File: config.mk
export PLATFORM = sky130hd
export DESIGN_NAME = serial_dac_frontend
export DESIGN_NICKNAME = d
export VERILOG_FILES = /design/src/rtl/dsr_pkg.sv /design/src/rtl/dsr_sync.sv /design/src/rtl/dsr_edge.sv /design/src/rtl/dsr_channel.sv /design/src/rtl/serial_dac_frontend.sv
export SDC_FILE = /design/constraint.sdc
export NUM_CORES = 1
export LEC_CHECK = 0
export ABC_AREA = 1
export ABC_CLOCK_PERIOD_IN_PS = 1000
export BUFFER_PORTS_ARGS = -buffer_cell sky130_fd_sc_hd__buf_2
export CAP_MARGIN = 20
export CORE_ASPECT_RATIO = 1.75
export CORE_UTILIZATION = 39
export CTS_BUF_LIST = sky130_fd_sc_hd__clkbuf_8
export CTS_CLUSTER_DIAMETER = 120
export DETAILED_ROUTE_END_ITERATION = 6
export PLACE_DENSITY = 0.58
export SLEW_MARGIN = 20
export SYNTH_ARGS = -nofsm -noshare
export SYNTH_HDL_FRONTEND = slang
export SYNTH_SLANG_ARGS = --single-unit
File: constraint.sdc
create_clock -name clk -period 1 [get_ports clk]
set_clock_uncertainty 0.05 [all_clocks]
set_input_delay 0.05 -clock clk [delete_from_list [all_inputs] [get_ports clk]]
set_output_delay 0.05 -clock clk [all_outputs]
set_load 0.005 [all_outputs]
File: src/rtl/dsr_pkg.sv
package dsr_pkg;
    localparam int NUM_CH   = 2;
    localparam int CH_LEFT  = 0;
    localparam int CH_RIGHT = 1;
    // positions in the synchronised input bus
    localparam int IDX_SCLK  = 0;
    localparam int IDX_DATA0 = 1;
    localparam int IDX_LOAD0 = IDX_DATA0 + NUM_CH;
    localparam int SYNC_W    = IDX_LOAD0 + NUM_CH;
endpackage

File: src/rtl/dsr_sync.sv
module dsr_sync #(
    parameter int WIDTH  = 5,
    parameter int STAGES = 2
) (
    input  logic             clk,
    input  logic             rst_n,
    input  logic [WIDTH-1:0] async_i,
    output logic [WIDTH-1:0] level_o
);
    typedef struct packed {
        logic [STAGES-1:0][WIDTH-1:0] pipe;
    } sync_t;

    sync_t st_d, st_q;

    always_comb begin
        st_d = st_q;
        st_d.pipe[0] = async_i;
        for (int i = 1; i < STAGES; i++) begin
            st_d.pipe[i] = st_q.pipe[i-1];
        end
    end

    always_ff @(posedge clk or negedge rst_n) begin
        if (!rst_n) st_q <= '0;
        else        st_q <= st_d;
    end

    assign level_o = st_q.pipe[STAGES-1];
endmodule

File: src/rtl/dsr_edge.sv
module dsr_edge #(
    parameter int WIDTH   = 1,
    parameter bit FALLING = 1'b0
) (
    input  logic             clk,
    input  logic             rst_n,
    input  logic [WIDTH-1:0] level_i,
    output logic [WIDTH-1:0] edge_o
);
    typedef struct packed {
        logic [WIDTH-1:0] prev;
    } edge_t;

    edge_t st_d, st_q;

    always_comb begin
        st_d      = st_q;
        st_d.prev = level_i;
    end

    always_ff @(posedge clk or negedge rst_n) begin
        if (!rst_n) st_q <= '0;
        else        st_q <= st_d;
    end

    generate
        if (FALLING) begin : g_fall
            assign edge_o = ~level_i & st_q.prev;
        end else begin : g_rise
            assign edge_o = level_i & ~st_q.prev;
        end
    endgenerate
endmodule

File: src/rtl/dsr_channel.sv
module dsr_channel #(
    parameter int WORD_W = 18
) (
    input  logic              clk,
    input  logic              rst_n,
    input  logic              shift_en_i,
    input  logic              bit_i,
    input  logic              load_i,
    output logic [WORD_W-1:0] code_o,
    output logic              upd_o
);
    typedef struct packed {
        logic [WORD_W-1:0] shift;
        logic [WORD_W-1:0] code;
        logic              upd;
    } chan_t;

    chan_t st_d, st_q;

    always_comb begin
        st_d     = st_q;
        st_d.upd = 1'b0;
        if (load_i) begin
            st_d.code = st_q.shift;
            st_d.upd  = 1'b1;
        end
        if (shift_en_i) begin
            st_d.shift = {st_q.shift[WORD_W-2:0], bit_i};
        end
    end

    always_ff @(posedge clk or negedge rst_n) begin
        if (!rst_n) st_q <= '0;
        else        st_q <= st_d;
    end

    assign code_o = st_q.code;
    assign upd_o  = st_q.upd;

    assert_hold_R7: assert property (@(posedge clk) disable iff (!rst_n)
        !load_i |=> $stable(st_q.code));

    assert_strobe_pulse_R7: assert property (@(posedge clk) disable iff (!rst_n)
        st_q.upd |=> !st_q.upd);

    assert_shift_idle_R8: assert property (@(posedge clk) disable iff (!rst_n)
        !shift_en_i |=> $stable(st_q.shift));

    assert_msb_first_R2: assert property (@(posedge clk) disable iff (!rst_n)
        shift_en_i |=> st_q.shift[WORD_W-1:1] == $past(st_q.shift[WORD_W-2:0]));
endmodule

File: src/rtl/serial_dac_frontend.sv
module serial_dac_frontend #(
    parameter int WORD_W      = 18,
    parameter int SYNC_STAGES = 2
) (
    input  logic              clk,
    input  logic              rst_n,
    input  logic              sclk_i,
    input  logic              ldata_i,
    input  logic              rdata_i,
    input  logic              lload_n_i,
    input  logic              rload_n_i,
    output logic [WORD_W-1:0] lcode_o,
    output logic [WORD_W-1:0] rcode_o,
    output logic              lupd_o,
    output logic              rupd_o
);
    import dsr_pkg::*;

    logic [SYNC_W-1:0] raw_in;
    logic [SYNC_W-1:0] lvl;
    logic              sclk_rise;
    logic [NUM_CH-1:0] load_fall;
    logic [WORD_W-1:0] code   [NUM_CH];
    logic [NUM_CH-1:0] upd;

    always_comb begin
        raw_in                       = '0;
        raw_in[IDX_SCLK]             = sclk_i;
        raw_in[IDX_DATA0 + CH_LEFT]  = ldata_i;
        raw_in[IDX_DATA0 + CH_RIGHT] = rdata_i;
        raw_in[IDX_LOAD0 + CH_LEFT]  = lload_n_i;
        raw_in[IDX_LOAD0 + CH_RIGHT] = rload_n_i;
    end

    dsr_sync #(.WIDTH(SYNC_W), .STAGES(SYNC_STAGES)) u_sync (
        .clk(clk), .rst_n(rst_n), .async_i(raw_in), .level_o(lvl));

    dsr_edge #(.WIDTH(1), .FALLING(1'b0)) u_sclk_edge (
        .clk(clk), .rst_n(rst_n), .level_i(lvl[IDX_SCLK]), .edge_o(sclk_rise));

    dsr_edge #(.WIDTH(NUM_CH), .FALLING(1'b1)) u_load_edge (
        .clk(clk), .rst_n(rst_n), .level_i(lvl[IDX_LOAD0 +: NUM_CH]), .edge_o(load_fall));

    generate
        for (genvar c = 0; c < NUM_CH; c++) begin : g_ch
            dsr_channel #(.WORD_W(WORD_W)) u_ch (
                .clk        (clk),
                .rst_n      (rst_n),
                .shift_en_i (sclk_rise),
                .bit_i      (lvl[IDX_DATA0 + c]),
                .load_i     (load_fall[c]),
                .code_o     (code[c]),
                .upd_o      (upd[c]));
        end
    endgenerate

    assign lcode_o = code[CH_LEFT];
    assign rcode_o = code[CH_RIGHT];
    assign lupd_o  = upd[CH_LEFT];
    assign rupd_o  = upd[CH_RIGHT];

    assert_shared_load_R6: assert property (@(posedge clk) disable iff (!rst_n)
        (load_fall == '1) |=> (upd == '1));

    assert_isolated_R5: assert property (@(posedge clk) disable iff (!rst_n)
        (load_fall == NUM_CH'(1)) |=> (upd == NUM_CH'(1)));
endmodule

Word-level counts from Yosys, hierarchy flattened. Index checks and enable logic that the tools add are counted.

Flip-flop bits (word level): 87. Latch bits: 0. RAM bits: 0. Bits in read-only memories: 0. Bits of input ports: 7. Logic and storage cells: 16. Memories: 0.

Add/sub/neg operators: 0. Multiply operators: 0. Divide/modulo/power cells: 0. $lt $le $gt $ge: 0. Equal/unequal tests: 0. Shifts and indexed selects: 0. Multiplexer cells: 2. Bitwise logic cells: 4. Reduce and logical (&&, ||, !) cells: 0.

Operator list (count): AND 2 bit (1); 2-to-1 mux 1 bit (2); inverter 2 bit (1); AND 1 bit (1); inverter 1 bit (1).

Depth between registers and ports, before layout.
Word-level depth: 3. Gate-level depth with buffers: 5. Mapped depth without buffers: 4.

Hierarchy. A second synthesis with hierarchy kept.

Cells, all modules: 361. Area, all modules: 3508.4 um^2.

Modules (own cells, without submodules): dsr_channel (instances 2, cells each 171, area an instance 1576.5 um^2); dsr_sync (instances 1, cells each 10, area an instance 250.2 um^2); dsr_edge at u_load_edge (instances 1, cells each 6, area an instance 70.1 um^2); dsr_edge at u_sclk_edge (instances 1, cells each 3, area an instance 35.0 um^2).

Worst setup path after synthesis. No wires, ideal clock.

Kind: register -> register. Start: register u_sync.st_q (netlist bit u_sync.level_o[3]). End: register g_ch[0].u_ch.st_q (netlist bit g_ch[0].u_ch.code_o[10]). Arrival: 0.810 ns. Setup slack: 0.023 ns. Stages on the path, launching flop included: 6. Path buffers: 1. Clock period less this slack: 0.977 ns. Cell sequence: dfrtp_1 -> inv_2 -> nand2_4 -> buf_6 -> nand2_1 -> nand2_1.

Longest elaborated chain between the ends: 2.

Ends and longest elaborated chain: from (decl) (line dsr_sync.sv:14) `sync_t st_d, st_q;`; from (signal assigned) (line dsr_sync.sv:26) `else st_q <= st_d;`; inverter 2 bit (line dsr_edge.sv:28) `assign edge_o = ~level_i & st_q.prev;`; AND 2 bit (line dsr_edge.sv:28); to (signal assigned) (line dsr_channel.sv:34) `else st_q <= st_d;`; to (decl) (line dsr_channel.sv:18) `chan_t st_d, st_q;`.

No other way between the ends. A chain may end at the register's enable or synchronous reset.

Final worst setup path.
Start: register u_sync.st_q (netlist bit u_sync.level_o[0]). End: register g_ch[1].u_ch.st_q[29] (netlist name).

Longest elaborated chain between the ends: 1.

Ends and longest elaborated chain: AND 1 bit (line dsr_edge.sv:30) `assign edge_o = level_i & ~st_q.prev;`; to (signal assigned) (line dsr_channel.sv:34); to (decl) (line dsr_channel.sv:18).

No other way between the ends.

==> impl_metrics.tcl <==
set metrics [dict create \
    status "finished with violations" \
    violations "negative setup slack" \
    fin_area_sq_um 4220 \
    gr-total-overflow 0 \
    synthTopCellsByArea "dfrtp_1 61%, nand2_1 15%, nand3_1 10%" \
    die_w_microns 74.6 \
    cts_buffers 9 \
    wl_per_cell_microns 13.1 \
    crit_path_top_delay_cell "dfrtp_2" \
    grt_pass1_vias 2205 \
    fmax_ghz 0.981 \
    area_delta_synth_final_pct 17.3 \
    period_needed_ns 1.02 \
    final_util_pct 46.7 \
    ys_warn_count 0 \
    finalSetupViolCount 27 \
    initial_core_util_pct 39.8 \
    die_h_microns 129 \
    leakagePower_nw 2.35 \
    vias 2449 \
    p_per_area_nw_per_um2 1880 \
    cap_viol_max_count 0 \
    ant_nets 0 \
    rsz0062_at_grt "yes" \
    io_pins 45 \
    pre_cts_slack_ns -0.0547 \
    path_cells "nand2_4 > nand2_1 > nand2_1" \
    gp_congestion 0.695 \
    worstHoldPathType "in -> async" \
    path_clk_slew_ns 0.08 \
    clock_path_buffers 2 \
    clock_latency_ns 0.35 \
    synth.avg_cell_area_sq_um 9.86 \
    post-dp-hpwl_microns 4120 \
    timing.rr.end "g_ch[1].u_ch.st_q[29]" \
    h-tree-depth 3 \
    n_antenna_cell 0 \
    critPathLaunch "u_sync.level_o[0]" \
    hold_ws_ns 0.0566 \
    cp_data_required_time_ns 1.20 \
    antenna_found_initial 0 \
    layout_setup_ws_ns -0.0195 \
    core.rowCount 46 \
    grt_pass1_wl_microns 10300 \
    vdd_drop_max_v 0.000843 \
    core-area_sq_um 9040 \
    totalWireLength_microns 6850 \
    dp_cells 487 \
    slew_headroom_pct 79.9 \
    cts_root_buffer "clkbuf_8" \
    cts_tree "yes" \
    place_area_sq_um 3700 \
    tightest_slew_ns 0.301 \
    synth.net_count 372 \
    finalHoldViolations 0 \
    critPathKind "reg -> reg" \
    cp-start-kind "flop" \
    yosysTopAreaCell "dfrtp_1" \
    cp_max_fo 18 \
    cts_num_sinks 87 \
    reg2reg_depth 3 \
    final_layout_size_suffix_gt1_share_pct 25.8 \
    syn_inst 365 \
    io_buffers 44 \
    period_share_pct 102 \
    drt_pass1_iterations 4 \
    die_area_sq_um 9630 \
    rrSetupSlack_ns -0.02 \
    ys_types 11 \
    final_cells 523 \
    drt_drc_violations_left 0 \
    synth-seq-area-share_pct 60.5 \
    cp-end-kind "flop" \
    slew_viol_final 0 \
    track_usage_pct 14.4 \
    grt_max_degree 38 \
    vias_per_cell 4.68 \
    critPathMaxStageDelay_ns 0.50 \
    cp_data_arrival_time_ns 1.22 \
    netlist_area_sq_um 3600 \
    tns_ns -0.168 \
    nets 407 \
    synth_top_area_share_pct 60.5 \
    drt_iter0_drc 185 \
    p_total_mw 7.95 \
    reg2reg_from "u_sync.level_o[0]" \
    ys_ff_latch 87 \
    cpMostUsedCell "nand2_1" \
    mostFrequentLayoutCells "136 x nand2_1, 85 x dfrtp_1, 67 x nand3_1" \
    crit_end "g_ch[1].u_ch.st_q[29]" \
    final_common_cell "nand2_1" \
]
## report_power, final
group,switching (mW),total (mW),internal (mW)
combinational,0.615,1.22,0.603
sequential,0.374,4.41,4.04
clock,1.15,2.32,1.17
## synthesized netlist by cell type (all sizes together)
library cell and n:
inv 5, buf 54, nand2 147, dfrtp 87, nand3 72
## logic make-up after synthesis
family                 count (synthesis)  synth area share [%]
DFF                                   87                  60.5
and+or+nand+nor                      219                  26.5
buffers and inverters                 59                  13.0
## worst min-delay path by stage
stage                             end  slack (ns)  depth (start not counted)
2_1_floorplan  g_ch[0].u_ch.code_o[0]       -0.30                          0
3_3_place_gp   g_ch[0].u_ch.code_o[3]       -0.11                          1
3_5_place_dp   g_ch[0].u_ch.code_o[4]       -0.11                          1
4_1_cts        g_ch[0].u_ch.code_o[5]        0.05                          2
5_1_grt        g_ch[0].u_ch.code_o[5]        0.06                          2
6_report       g_ch[0].u_ch.code_o[5]        0.06                          2
## final cells by class
class / count / area, sq um
clock buffers: 10 / 138
clock inverters: 4 / 41.3
fillers: 882 / 4820
inverters: 5 / 26.3
multi-input cells: 222 / 1050
flip-flops and latches: 87 / 2180
well taps: 120 / 150
repair buffers: 75 / 631
## registers in the layout (all words and copies together) (netlist names)
signal / flops
g_ch.u_ch.code_o: 36
u_load_edge.st_q: 2
u_sync.level_o: 5
u_sclk_edge.st_q: 1
u_sync.st_d: 5
g_ch.u_ch.upd_o: 2
g_ch.u_ch.st_q: 36
## layer usage
layer	share of wire (%)	vias up	track usage, %
li1	-	1195	-
met1	41	1182	17.2
met2	53	62	23.5
met3	3.4	10	3.03
met4	2.4	0	8.32
met5	0	-	0
## critical path, delay by kind of cell, from the launching register on
| family | cells | cell delay [ns] |
|---|---|---|
| flip-flops | 1 | 0.50 |
| AND/OR/NAND/NOR | 3 | 0.36 |
## repair_timing
action,CTS,global route
endpoints found under the setup margin,39,68
resized for setup,1,20
gates cloned,0,6
hold endpoints to repair,92,0
pin swaps,0,3
hold buffers,6,0
setup buffers,1,9
Note: power is estimated with default switching activity, not from simulation.
